--- src/rtl/irq_agg_pkg.sv ---
package irq_agg_pkg;
  localparam int NFLAG    = 6;
  localparam int F_RXERR  = 0;
  localparam int F_TXERR  = 1;
  localparam int F_TXDONE = 2;
  localparam int F_LINK   = 3;
  localparam int F_DMA    = 4;
  localparam int F_PKT    = 5;
  localparam logic [NFLAG-1:0] STICKY_MASK = 6'b010111;

  // interrupt request: global enable and any enabled active flag
  function automatic logic irq_request(input logic [NFLAG-1:0] f,
                                       input logic [NFLAG-1:0] en,
                                       input logic glob);
    return glob & (|(f & en));
  endfunction

  // sticky update, set has priority over clear
  function automatic logic [NFLAG-1:0] sticky_next(input logic [NFLAG-1:0] cur,
                                                   input logic [NFLAG-1:0] set,
                                                   input logic [NFLAG-1:0] clr);
    return ((cur & ~clr) | set) & STICKY_MASK;
  endfunction
endpackage

--- src/rtl/irq_fall_det.sv ---
module irq_fall_det #(
  parameter int N = 2
) (
  input  logic         clk,
  input  logic         rst_n,
  input  logic [N-1:0] level,
  output logic [N-1:0] fall
);
  for (genvar i = 0; i < N; i++) begin : g_bit
    logic prev_q;
    always_ff @(posedge clk) begin
      if (!rst_n) prev_q <= 1'b0;
      else        prev_q <= level[i];
    end
    assign fall[i] = prev_q & ~level[i];
  end
endmodule

--- src/rtl/irq_phy_link.sv ---
module irq_phy_link (
  input  logic clk,
  input  logic rst_n,
  input  logic link_evt,
  input  logic flag_rd,
  input  logic link_en,
  input  logic glob_en,
  output logic plnk,
  output logic pgif
);
  logic plnk_q;
  always_ff @(posedge clk) begin
    if (!rst_n)        plnk_q <= 1'b0;
    else if (link_evt) plnk_q <= 1'b1;
    else if (flag_rd)  plnk_q <= 1'b0;
  end
  assign plnk = plnk_q;
  assign pgif = plnk_q & link_en & glob_en;
endmodule

--- src/rtl/irq_flag_bank.sv ---
module irq_flag_bank
  import irq_agg_pkg::*;
(
  input  logic             clk,
  input  logic             rst_n,
  input  logic [NFLAG-1:0] evt_set,
  input  logic [NFLAG-1:0] host_set,
  input  logic [NFLAG-1:0] host_clr,
  output logic [NFLAG-1:0] sticky
);
  logic [NFLAG-1:0] sticky_q;
  always_ff @(posedge clk) begin
    if (!rst_n) sticky_q <= '0;
    else        sticky_q <= sticky_next(sticky_q, evt_set | host_set, host_clr);
  end
  assign sticky = sticky_q;
endmodule

--- src/rtl/irq_flag_agg.sv ---
module irq_flag_agg
  import irq_agg_pkg::*;
#(
  parameter int CNT_W = 8
) (
  input  logic             clk,
  input  logic             rst_n,
  input  logic             rx_err_evt,
  input  logic             tx_err_evt,
  input  logic             tx_req,
  input  logic             dma_busy,
  input  logic [CNT_W-1:0] pend_count,
  input  logic             phy_link_evt,
  input  logic             phy_flag_rd,
  input  logic             phy_link_en,
  input  logic             phy_glob_en,
  input  logic [5:0]       host_set,
  input  logic [5:0]       host_clr,
  input  logic [5:0]       src_en,
  input  logic             glob_en,
  output logic [5:0]       flags,
  output logic [1:0]       phy_flags,
  output logic             int_active,
  output logic             int_n
);
  localparam int NEDGE = 2;

  logic [NEDGE-1:0] edge_lvl, edge_fall;
  logic             tx_end_evt, dma_end_evt;
  logic [NFLAG-1:0] evt_set, sticky;
  logic             plnk, pgif, pkt_level, irq_req;
  logic             int_n_q;

  assign edge_lvl = {dma_busy, tx_req};

  irq_fall_det #(.N(NEDGE)) u_fall (
    .clk(clk), .rst_n(rst_n), .level(edge_lvl), .fall(edge_fall)
  );

  assign tx_end_evt  = edge_fall[0];
  assign dma_end_evt = edge_fall[1];

  always_comb begin
    evt_set           = '0;
    evt_set[F_RXERR]  = rx_err_evt;
    evt_set[F_TXERR]  = tx_err_evt;
    evt_set[F_TXDONE] = tx_err_evt | tx_end_evt;
    evt_set[F_DMA]    = dma_end_evt;
  end

  irq_flag_bank u_bank (
    .clk(clk), .rst_n(rst_n), .evt_set(evt_set),
    .host_set(host_set), .host_clr(host_clr), .sticky(sticky)
  );

  irq_phy_link u_phy (
    .clk(clk), .rst_n(rst_n), .link_evt(phy_link_evt), .flag_rd(phy_flag_rd),
    .link_en(phy_link_en), .glob_en(phy_glob_en), .plnk(plnk), .pgif(pgif)
  );

  assign pkt_level = |pend_count;

  always_comb begin
    flags         = sticky;
    flags[F_LINK] = pgif;
    flags[F_PKT]  = pkt_level;
  end

  assign irq_req = irq_request(flags, src_en, glob_en);

  always_ff @(posedge clk) begin
    if (!rst_n) int_n_q <= 1'b1;
    else        int_n_q <= ~irq_req;
  end

  assign int_n      = int_n_q;
  assign int_active = ~int_n_q;
  assign phy_flags  = {pgif, plnk};
endmodule

--- config.mk ---
export PLATFORM = sky130hd
export DESIGN_NAME = irq_flag_agg
export DESIGN_NICKNAME = d
export VERILOG_FILES = /design/src/rtl/irq_agg_pkg.sv /design/src/rtl/irq_fall_det.sv /design/src/rtl/irq_phy_link.sv /design/src/rtl/irq_flag_bank.sv /design/src/rtl/irq_flag_agg.sv
export SDC_FILE = /design/constraint.sdc
export NUM_CORES = 1
export LEC_CHECK = 0
export ABC_AREA = 0
export ABC_CLOCK_PERIOD_IN_PS = 1400
export CAP_MARGIN = 30
export CORE_MARGIN = 2
export CORE_UTILIZATION = 24
export CTS_BUF_LIST = sky130_fd_sc_hd__clkbuf_8 sky130_fd_sc_hd__clkbuf_16
export DETAILED_ROUTE_END_ITERATION = 7
export PLACE_DENSITY_LB_ADDON = 0.3
export SKIP_LAST_GASP = 1
export SLEW_MARGIN = 10
export SYNTH_ARGS = -nofsm -noshare
export SYNTH_HDL_FRONTEND = slang
export SYNTH_SLANG_ARGS = --single-unit
--- constraint.sdc ---
create_clock -name clk -period 1.4 [get_ports clk]
set_clock_uncertainty 0.1 [all_clocks]
set_input_delay 0.42 -clock clk [delete_from_list [all_inputs] [get_ports clk]]
set_output_delay 0.42 -clock clk [all_outputs]
set_load 0.05 [all_outputs]
==> flow_summary.ini, run 1 <==
[synth]
synthTopCellsByArea = dfxtp_1, nor2b_1, buf_4, nor4_2, o31a_1
synthesis.yosys.warnings = 0
leading_area_contributor_after_synthesis = dfxtp_1
synthesis.nets = 75
postSynthRegisterBits = 8
syn_area_per_cell_um2 = 9.911
synth.yosys.seq_area_share_pct = 42.52
syn-cell-area_um2 = 376.6
netlist_instances = 38
synth_cell_type_count = 17
synth.top_cell.area_share_pct = 42.52

[sta]
rsz0062_at_grt = yes
setup_viol = 3
post-route-period-util_pct = 113.3
max_transition_margin_pct = 80.04
tightestPinTransition_ns = 0.2984
timing.setup.tns_ns = -0.1921
setup_slack_ns = -0.1859
layout_min_cycle_time_ns = 1.586
report.final.hold_viol_count = 0
fmax_ghz = 0.6306
fin_max_slew_vios = 0

[finish]
area_growth_pct = 152.8
finalNetCount = 121
num_antenna_cells = 0
stdcell_count = 98
drive_above_1_share_pct = 37.80

[worst_setup_path]
timing.critical_path.arrival_ns = 1.07
crit_path_end_kind = output pin
slowest_stage = nor4_4
crit_path_cell_trace = buf_2, nor4_4, nand2_1, buf_6
slowest_delay_ns = 0.28
crit_required_ns = 0.88
critical_path.startpoint = pend_count[0]
criticalPathCategory = input pin to output pin
timing.rr.end = u_bank.sticky[2]
path_buf_inv = 2
regToRegSetupSlack_ns = 0.40
crit_path_max_fanout = 2
cp_top_family = simple AND/OR/NAND/NOR gates
logic_depth_of_the_worst_register_to_register_path = 2
cp-start-kind = input pin
reg2reg_from = u_bank.sticky[2]

[cts]
clockBufferDepth = 2
cts.hold.buffers_added = 0
worst_skew_pair.late_latency_ns = 0.22
cell_at_the_root_of_the_clock_tree = clkbuf_8
cts_tree = built
cts.sink_count = 8
cts.htree.levels = 1
cts_buffers = 3
worst_setup_hold_path_clk_slew_ns = 0.04

[global_route]
grt_max_degree = 9
antenna_found_initial = 0
first_global_vias = 487
grt_first_pass_wirelength_mm = 2.001
overflow = 0
grt_usage_pct = 13.88

[power_and_ir_drop]
intPower_mw = 0.5841
power.static_leakage_nw = 0.3824
max-vdd-ir-drop_mv = 0.6652
power.share.switching_pct = 25.39
report.power.total_mw = 0.7828
share_comb_of_total_power_pct = 32.6
seq_power_share_pct = 33.1
pwr_density_cell_nw_per_um2 = 822.1
power.clock.fraction_pct = 34.2
switchingPower_mw = 0.1988

[floorplan]
coreArea_um2 = 1489
fp.dieH_um = 43.62
dieArea_um2 = 1902
initial_utilization_pct = 25.29
die_width_um = 43.62
placementRows = 14
num_io_pins = 47

[placement]
placed_cells = 93
hpwlAfterDp_um = 980.7
gp_routability_congestion = 0.6942
dp_worst_setup_slack_ns = -0.5611
io_buffer_count = 42

[routing]
via_count = 447
routed_wl_mm = 1.193
drcViolationCount = 0
viasPerCell = 4.561
firstDrtPassIters = 1
antenna_violating_nets_post_route = 0
dr.first_iter.drc_count = 0
post_drt_wl_per_cell_um = 12.17

[hold_path]
whs_endpoint = u_bank.sticky[2]
whs_path_depth = 2
hold_path.startpoint = u_fall.g_bit[0].prev_q
min_path_type = register to register

[run_status]
status = complete, but fails checks
failing_checks = setup timing

[flow_run]
maxCapViolations = 0
[placed cells by master (no fill, tap or decap), types with 2 or more instances in the layout]
cell type         n
clkdlybuf4s50_1  22
buf_12            9
dfxtp_1           6
nor2b_1           5
buf_2             5
buf_6             4
clkbuf_8          3
buf_4             3
nor4_4            2
and2_1            2
o21a_1            2
o31a_1            2
inv_1             2
a22oi_1           2
clkdlybuf4s15_1   2
[state kept, by name, indices dropped and copies added, names as in the netlist]
name / cells
u_bank.sticky: 4
u_fall.g_bit.prev_q: 2
u_phy.plnk: 1
int_n: 1
[worst min-delay path, stage by stage (launching register included)]
cell and delay, ns:
dfxtp_1 0.29, nor2b_1 0.12, o41a_1 0.13
[per-stage QoR]
stage | hold slack, ns | cell area [um2] | util (%)
final | 0.4800 | 952.2 | 63.95
after global placement | 0.4718 | 887.1 | 59.58
after CTS | 0.4937 | 942.2 | 63.28
after floorplan | 0.3845 | 385.4 | -
after global routing | 0.5126 | 952.2 | 63.95
after detailed placement | 0.4800 | 887.1 | 59.58
[cells in the mapped netlist]
| cell type | count |
|---|---|
| nand3_1 | 1 |
| o31a_1 | 2 |
| buf_4 | 4 |
| nand2_1 | 1 |
| o21a_1 | 2 |
| o41a_1 | 1 |
| inv_1 | 3 |
| nand4_1 | 1 |
| and3_1 | 1 |
| nor4_2 | 2 |
| o211ai_2 | 1 |
| a22oi_1 | 2 |
| o22ai_1 | 1 |
| nor2b_1 | 5 |
| a21boi_1 | 1 |
| and2_1 | 2 |
| dfxtp_1 | 8 |
[power groups by stage]
stage	Sequential [mW]	Clock [mW]	Combinational (mW)
2_1_floorplan	0.292	0	0.0561
3_3_place_gp	0.263	0	0.252
3_5_place_dp	0.263	0	0.256
4_1_cts	0.260	0.276	0.257
5_1_grt	0.261	0.289	0.269
6_report	0.259	0.268	0.256
[routing by layer]
| layer | vias to the layer above | part of all wire (%) | GRT usage (%) |
|---|---|---|---|
| met5 | - | 0 | 0 |
| met4 | 0 | 0 | 5.455 |
| li1 | 222 | - | - |
| met2 | 28 | 51 | 25.00 |
| met3 | 0 | 11 | 3.750 |
| met1 | 197 | 37 | 15.23 |
[kinds of logic (layout without fill, tap and decap cells)]
logic type,Yosys count,in the layout,synth area share [%]
simple gates,13,13,23.92
compound gates,10,10,22.59
flops,8,8,42.52
buf+inv,7,51,10.96
[worst max-delay path by stage]
stage,to,slack [ns],cells past startpoint
2_1_floorplan,flags[5],-0.07,3
3_3_place_gp,flags[5],-0.54,4
3_5_place_dp,flags[5],-0.56,4
4_1_cts,flags[5],-0.18,4
5_1_grt,flags[5],-0.21,4
6_report,flags[5],-0.19,4
[area by class of cell]
class / instances / area (um2)
inverters: 3 / 15.01
repair buffers: 45 / 513.0
multi-input cells: 23 / 197.7
well taps: 16 / 20.02
clock buffers: 3 / 41.29
flip-flops and latches: 8 / 165.2
fillers: 130 / 536.8
[timing repair]
item,in CTS,in global routing
setup buffers,1,1
pin swaps,4,2
setup endpoints to repair,3,4
resized for setup,45,1
(Power assumes the default switching activity.)
==> run 2, diff against run 1 <==
--- a/config.mk
+++ b/config.mk
@@ -13,6 +13,7 @@
 export CTS_BUF_LIST = sky130_fd_sc_hd__clkbuf_8 sky130_fd_sc_hd__clkbuf_16
 export DETAILED_ROUTE_END_ITERATION = 7
 export PLACE_DENSITY_LB_ADDON = 0.3
+export REMOVE_ABC_BUFFERS = 1
 export SKIP_LAST_GASP = 1
 export SLEW_MARGIN = 10
 export SYNTH_ARGS = -nofsm -noshare
==> flow_summary.ini, run 2 (synthesis results as in run 1) <==
[sta]
finalHoldWorstSlack_ns = 0.4735
setup_slack_ns = -0.1924
fmax_ghz = 0.6280
layout_min_cycle_time_ns = 1.592
setup_viol = 3
tightestPinTransition_ns = 0.2949
post-route-period-util_pct = 113.7
fin_max_slew_vios = 0
rsz0062_at_grt = yes
report.final.hold_viol_count = 0
max_transition_margin_pct = 80.28

[floorplan]
num_io_pins = 47
coreArea_um2 = 1489
dieArea_um2 = 1902
placementRows = 14
initial_utilization_pct = 25.29
fp.dieH_um = 43.62
die_width_um = 43.62

[run_status]
failing_checks = setup timing
status = complete, but fails checks

[routing]
drcViolationCount = 0
firstDrtPassIters = 2
via_count = 462
antenna_violating_nets_post_route = 0
routed_wl_mm = 1.244
viasPerCell = 4.574
post_drt_wl_per_cell_um = 12.32
dr.first_iter.drc_count = 2

[power_and_ir_drop]
pwr_density_cell_nw_per_um2 = 809.9
power.static_leakage_nw = 0.4109
max-vdd-ir-drop_mv = 0.5709

[worst_setup_path]
cp-start-kind = input pin
criticalPathCategory = input pin to output pin
timing.critical_path.arrival_ns = 1.07
regToRegSetupSlack_ns = 0.40
crit_required_ns = 0.88
crit_path_max_fanout = 2
crit_path_end_kind = output pin
logic_depth_of_the_worst_register_to_register_path = 2

[cts]
cts_tree = built
cell_at_the_root_of_the_clock_tree = clkbuf_8
worst_skew_pair.late_latency_ns = 0.23
worst_setup_hold_path_clk_slew_ns = 0.04
cts.sink_count = 8
cts_buffers = 3
clockBufferDepth = 2
cts.htree.levels = 1
cts.hold.buffers_added = 0

[hold_path]
whs_path_depth = 2
min_path_type = register to register

[global_route]
grt_usage_pct = 15.80
antenna_found_initial = 0
grt_first_pass_wirelength_mm = 2.180
grt_max_degree = 9
first_global_vias = 532
overflow = 0

[finish]
num_antenna_cells = 0
layout.cells.most_common_list = clkdlybuf4s50_1, buf_12, dfxtp_1
most_frequent_standard_cell_in_the_layout_excluding_fill_and_tap_cells = clkdlybuf4s50_1
drive_above_1_share_pct = 40.00
design_area_um2 = 978.4
finalNetCount = 124
n_fill_cell = 125
largest_register_ff_count = 4
area_growth_pct = 159.8
final_util_pct = 65.71

[placement]
dp_worst_setup_slack_ns = -0.5704
placed_area_um2 = 882.1
gp_routability_congestion = 0.6517
io_buffer_count = 42
hpwlAfterDp_mm = 1.010

[flow_run]
maxCapViolations = 0
==> run 2: final cells by class <==
type                    instances  area, um2  share of cell area (%)
well taps                      16      20.02                   2.046
clock buffers                   3      41.29                   4.220
repair buffers                 48      543.0                   55.50
multi-input cells              23      201.4                   20.59
flip-flops and latches          8      161.4                   16.50
inverters                       3      11.26                   1.151
==> run 2: critical path: stages <==
cell,delay [ns]
buf_6,0.10
nor4_4,0.29
nand2_1,0.11
buf_6,0.16
==> run 2: power breakdown <==
| group | leakage (nW) | switching [mW] | internal [mW] |
|---|---|---|---|
| logic | 0.322 | 0.102 | 0.159 |
| registers | 0.0672 | 0.0138 | 0.245 |
| clock network | 0.0216 | 0.0866 | 0.186 |
==> run 2: metal layers <==
metal	up-vias	routed length (um)	global-route usage, %
met4	0	8	9.091
met3	2	190	6.250
met1	197	407	14.32
li1	230	-	-
met2	33	638	29.12
met5	-	0	0
==> run 2: timing repair <==
action                                  4_1_cts  5_1_grt
resized for setup                            48        2
cloned                                        0        0
pin swaps                                     4        6
endpoints found under the setup margin        3        4
buffers inserted                              7        1
==> run 2: final timing paths <==
| kind | endpoint | start |
|---|---|---|
| hold / removal | u_bank.sticky[2] | u_fall.g_bit[0].prev_q |
| setup reg to reg | u_bank.sticky[2] | u_bank.sticky[2] |
| setup / recovery | flags[5] | pend_count[0] |
| hold reg to reg | u_bank.sticky[2] | u_fall.g_bit[0].prev_q |
==> run 2: per-stage QoR <==
| stage | power, mW | cells | TNS, ns |
|---|---|---|---|
| finish | 0.7924 | 101 | -0.2007 |
| global route | 0.8299 | 101 | -0.3397 |
| floorplan | 0.3409 | 34 | -1.493 |
| detailed placement | 0.5169 | 93 | -1.942 |
| CTS | 0.8068 | 103 | -0.3828 |
| global placement | 0.5141 | 93 | -1.831 |
